### config.mk
export PLATFORM = sky130hd
export DESIGN_NAME = uart_modem_ctl
export DESIGN_NICKNAME = d
export VERILOG_FILES = /design/src/rtl/uart_modem_pkg.sv /design/src/rtl/mdm_sync.sv /design/src/rtl/mdm_ctl_reg.sv /design/src/rtl/mdm_status.sv /design/src/rtl/uart_modem_ctl.sv
export SDC_FILE = /design/constraint.sdc
export NUM_CORES = 1
export LEC_CHECK = 0
export CAP_MARGIN = 20
export CORE_UTILIZATION = 46
export CTS_BUF_LIST = sky130_fd_sc_hd__clkbuf_8 sky130_fd_sc_hd__clkbuf_16
export CTS_CLUSTER_SIZE = 12
export DETAILED_ROUTE_END_ITERATION = 8
export PLACE_DENSITY = 0.88
export SYNTH_ARGS = -nofsm -noshare
export SYNTH_HDL_FRONTEND = slang
export SYNTH_SLANG_ARGS = --single-unit
### constraint.sdc
create_clock -name clk -period 2.89 [get_ports clk]
set_clock_uncertainty 0.2 [all_clocks]
set_input_delay 0.4335 -clock clk [delete_from_list [all_inputs] [get_ports clk]]
set_output_delay 0.4335 -clock clk [all_outputs]
set_load 0.02 [all_outputs]
### src/rtl/uart_modem_pkg.sv
// Shared constants and types for the modem handshake block.
// Assumes the line order CTS, DSR, RI, DCD in every line vector.
package uart_modem_pkg;
    localparam int LINES  = 4;
    localparam int CTS_I  = 0;
    localparam int DSR_I  = 1;
    localparam int RI_I   = 2;
    localparam int DCD_I  = 3;
    localparam int CTL_W  = 3;
    localparam int STAT_W = 2 * LINES;

    typedef logic [LINES-1:0] mdm_vec_t;

    typedef struct packed {
        logic loop;
        logic rts;
        logic dtr;
    } mdm_ctl_t;
endpackage

### src/rtl/mdm_sync.sv
// Multi-stage synchroniser for a vector of asynchronous inputs.
// Assumes STAGES >= 2. On reset every stage takes RST_VAL.
module mdm_sync #(
    parameter int          WIDTH   = 4,
    parameter int          STAGES  = 2,
    parameter logic [WIDTH-1:0] RST_VAL = '1
) (
    input  logic             clk,
    input  logic             rst_n,
    input  logic [WIDTH-1:0] async_i,
    output logic [WIDTH-1:0] sync_o
);
    localparam int LAST = STAGES - 1;

    logic [STAGES-1:0][WIDTH-1:0] chain;

    // Shift the pin values one stage deeper every clock.
    always_ff @(posedge clk) begin
        if (!rst_n) begin
            chain <= {STAGES{RST_VAL}};
        end else begin
            chain <= {chain[LAST-1:0], async_i};
        end
    end

    assign sync_o = chain[LAST];
endmodule

### src/rtl/mdm_ctl_reg.sv
// Control word for the handshake outputs and the loopback switch.
// Drives the active-low request pins and holds them inactive in loopback.
module mdm_ctl_reg
    import uart_modem_pkg::*;
(
    input  logic             clk,
    input  logic             rst_n,
    input  logic             wr_i,
    input  logic [CTL_W-1:0] wdata_i,
    output mdm_ctl_t         ctl_o,
    output logic             dtr_n_o,
    output logic             rts_n_o
);
    mdm_ctl_t ctl_q;

    // Load the control word on a write strobe.
    always_ff @(posedge clk) begin
        if (!rst_n) begin
            ctl_q <= '0;
        end else if (wr_i) begin
            ctl_q <= mdm_ctl_t'(wdata_i);
        end
    end

    assign ctl_o   = ctl_q;
    assign dtr_n_o = ~(ctl_q.dtr & ~ctl_q.loop);
    assign rts_n_o = ~(ctl_q.rts & ~ctl_q.loop);
endmodule

### src/rtl/mdm_status.sv
// Status levels and sticky change flags for the four handshake lines.
// Input lines are already synchronised and active low. Loopback
// replaces them with the request bits. RI flags its falling level only.
module mdm_status
    import uart_modem_pkg::*;
(
    input  logic              clk,
    input  logic              rst_n,
    input  mdm_vec_t          pins_n_i,
    input  mdm_ctl_t          ctl_i,
    input  logic              rd_i,
    output logic [STAT_W-1:0] stat_o,
    output logic              any_delta_o
);
    mdm_vec_t src;
    mdm_vec_t hit;
    mdm_vec_t lvl_q;
    mdm_vec_t dlt_q;

    // Select the level source: external pins or looped-back requests.
    always_comb begin
        if (ctl_i.loop) begin
            src        = '0;
            src[CTS_I] = ctl_i.rts;
            src[DSR_I] = ctl_i.dtr;
        end else begin
            src = ~pins_n_i;
        end
    end

    // Per-line change detection; the ring line takes only the trailing edge.
    for (genvar i = 0; i < LINES; i++) begin : g_edge
        if (i == RI_I) begin : g_trail
            assign hit[i] = lvl_q[i] & ~src[i];
        end else begin : g_any
            assign hit[i] = lvl_q[i] ^ src[i];
        end
    end

    // Track levels and keep change flags until a read clears them.
    always_ff @(posedge clk) begin
        if (!rst_n) begin
            lvl_q <= '0;
            dlt_q <= '0;
        end else begin
            lvl_q <= src;
            dlt_q <= (rd_i ? '0 : dlt_q) | hit;
        end
    end

    assign stat_o      = {lvl_q, dlt_q};
    assign any_delta_o = |dlt_q;
endmodule

### src/rtl/uart_modem_ctl.sv
// Top of the UART modem handshake block: synchroniser, control word,
// status byte and interrupt gate. Pins are asynchronous and active low.
module uart_modem_ctl
    import uart_modem_pkg::*;
#(
    parameter int SYNC_STAGES = 2
) (
    input  logic              clk,
    input  logic              rst_n,
    input  logic              ctl_wr,
    input  logic [CTL_W-1:0]  ctl_wdata,
    input  logic              stat_rd,
    input  logic              ms_ien,
    input  logic              cts_n,
    input  logic              dsr_n,
    input  logic              ri_n,
    input  logic              dcd_n,
    output logic [STAT_W-1:0] stat_q,
    output logic              dtr_n,
    output logic              rts_n,
    output logic              msi_irq
);
    mdm_vec_t pins_raw;
    mdm_vec_t pins_sync;
    mdm_ctl_t ctl;
    logic     any_delta;
    logic     loop_act;

    // Gather the pins in line order.
    always_comb begin
        pins_raw        = '1;
        pins_raw[CTS_I] = cts_n;
        pins_raw[DSR_I] = dsr_n;
        pins_raw[RI_I]  = ri_n;
        pins_raw[DCD_I] = dcd_n;
    end

    mdm_sync #(
        .WIDTH   (LINES),
        .STAGES  (SYNC_STAGES),
        .RST_VAL ({LINES{1'b1}})
    ) u_sync (
        .clk     (clk),
        .rst_n   (rst_n),
        .async_i (pins_raw),
        .sync_o  (pins_sync)
    );

    mdm_ctl_reg u_ctl (
        .clk     (clk),
        .rst_n   (rst_n),
        .wr_i    (ctl_wr),
        .wdata_i (ctl_wdata),
        .ctl_o   (ctl),
        .dtr_n_o (dtr_n),
        .rts_n_o (rts_n)
    );

    mdm_status u_stat (
        .clk         (clk),
        .rst_n       (rst_n),
        .pins_n_i    (pins_sync),
        .ctl_i       (ctl),
        .rd_i        (stat_rd),
        .stat_o      (stat_q),
        .any_delta_o (any_delta)
    );

    assign loop_act = ctl.loop;
    assign msi_irq  = ms_ien & any_delta;
endmodule

==> results.toml <==
[run_status]
status = "completed"

[timing]
slew_headroom_pct = 72.8
fin_crit_ns = 2.26
finalHoldViolCount = 0
period_share_pct = 78.2
tns_ns = 0
rsz0062_at_grt = "false"
setup-violations-final = 0
fin_hold_ws_ns = 0.204
drv_slew = 0
fmaxAchievable_mhz = 442
worstMarginPinSlew_ns = 0.406

[synthesis]
synth_seq_cells = 19
syn-num-nets = 76
synth_area_per_cell_um2 = 10.9
synth_top_area_share_pct = 54.7
syn_inst = 64
ys_seq_area_share_pct = 54.7
syn_area_um2 = 696
yosys.area.top_type = "dfxtp_1"
synth_warnings = 0
netlist_top_cells_area = "dfxtp_1 (55%), nand2b_1 (11%), mux2i_1 (4.3%), nor2b_4 (4.0%), o211ai_2 (3.6%)"
synth.distinct_cells = 20

[route]
wl_per_cell_um = 11.4
drt_iter0_drc = 5
firstDrtPassIters = 4
vias = 516
ant_nets = 0
m1WireLength_um = 529
avgViaCountPerCell = 5.01
top_layer = "met4"
drc = 0
wirelength_um = 1170
wl_met3_um = 69
dr_wl_met2_um = 553

[worst_setup_path]
critPathLaunchType = "input port"
cp_max_fo = 1
cp.required_ns = 2.26
end_kind = "output port"
path_class = "input port to output port"
crit_arrival_ns = 1.63

[clock_network]
clk_latency_ns = 0.25
clock-sinks = 19
post-cts-setup-buffer-count = 0
cts_htree_levels = 1
cts_buffers = 3
cts_buffer_depth = 2
clk_pin_slew_ns = 0.06
cts_hold_buffers = 0
cts_tree = "built"
root_buffer = "clkbuf_8"
cts_resized = 0

[global_route]
grt_usage_pct = 16.7
grt_pass1_wl_um = 1750
grt_overflow = 0
grt_pass1_vias = 426
grt_max_degree = 12
antenna_found_initial = 0

[place]
io_buffers = 22
gp_congestion = 0.675

[power_and_ir_drop]
powerDensity_nw_per_um2 = 562
p_seq_share_pct = 52.6
swShare_pct = 22.9
irDropWorstVdd_v = 0.000349
cellLeakagePower_nw = 0.372
power.switching_mw = 0.124
pwr-share-comb_pct = 15.2
p_clk_share_pct = 32.2
p_int_mw = 0.418
power_mw = 0.542

[finish]
finish.net_count = 101
final_common_cell = "clkdlybuf4s50_1"
syn_to_final_growth_pct = 38.7
layout_common_cells = "clkdlybuf4s50_1 (22), dfxtp_1 (19), nand2b_1 (12)"
fillers = 109
antenna_cells = 0
drive_gt1_share_pct = 11.4

[hold_path]
hold_class = "flip-flop to flip-flop"

[floorplanning]
fp.dieH_um = 40.9
row_count = 13
die_x_um = 40.9
initial_core_util_pct = 51.5
ioPinCount = 23
core_um2 = 1350
fp.dieArea_um2 = 1670

[job]
max_cap_violations = 0
[final cells by class]
cell class,count,area [um2],area share [%]
Inverter,3,11.3,1.17
Sequential cell,19,380,39.4
Clock inverter,1,3.75,0.389
Tap cell,15,18.8,1.95
Multi-Input combinational cell,40,289,30.0
Clock buffer,3,41.3,4.28
Timing Repair Buffer,22,220,22.8
[routing by layer]
layer	track usage, %	vias up
met5	0	-
met4	7.50	0
met3	6.52	2
met2	26.2	19
met1	20.1	234
li1	-	261
[sequential cells by signal, summed over array words and instances (netlist names)]
signal and count:
u_ctl.ctl_o 3, u_stat.dlt_q 4, u_stat.lvl_q 4, u_sync.chain 4, u_sync.sync_o 4
[worst max-delay path, cell delays in order]
cell and delay, ns:
clkdlybuf4s50_1 0.45, o41a_1 0.14, clkdlybuf4s50_1 0.60
[path summary, 6_finish.rpt]
kind / start / endpoint / slack [ns] / depth (start not counted)
setup / recovery: ms_ien / msi_irq / 0.63 / 3
hold reg to reg: u_sync.sync_o[2] / u_stat.lvl_q[2] / 0.20 / 1
hold / removal: u_sync.sync_o[2] / u_stat.lvl_q[2] / 0.20 / 1
setup reg to reg: u_ctl.ctl_o[2] / u_stat.dlt_q[0] / 1.51 / 2
[logic make-up after synthesis]
| group | after synthesis | share of synthesized area [%] |
|---|---|---|
| muxes | 3 | 4.32 |
| AOI/OAI and AO/OA | 8 | 10.3 |
| xor gates and xnor gates | 1 | 1.26 |
| DFF | 19 | 54.7 |
| buffers and inverters | 5 | 3.78 |
| and+or+nand+nor | 28 | 25.7 |
[cell usage after synthesis]
master    number
dfxtp_1       19
nand2b_1      12
nor2_1         4
nor3_1         4
mux2i_1        3
a21oi_1        2
inv_1          2
nand2_1        2
nor2b_4        2
o211ai_2       2
o311a_1        2
or2b_2         2
and2b_4        1
buf_6          1
clkbuf_1       1
clkinv_1       1
nor2b_1        1
o21ai_0        1
o41a_1         1
xnor2_1        1
[stage by stage]
stage               area [um2]  setup slack [ns]  utilization (%)  std cells
floorplan                  696              1.37                -         64
CTS                        965             0.617             71.5        103
global route               965             0.567             71.5        103
finish                     965             0.630             71.5        103
detailed placement         920             0.617             68.1         99
global placement           920             0.655             68.1         99
[power groups by stage]
stage,Clock [mW],Combinational (mW),Sequential [mW]
finish,0.175,0.0824,0.285
global route,0.192,0.0890,0.287
CTS,0.177,0.0835,0.285
detailed placement,0,0.0830,0.291
global placement,0,0.0802,0.291
floorplan,0,0.0396,0.296
(Power assumes the default switching activity.)
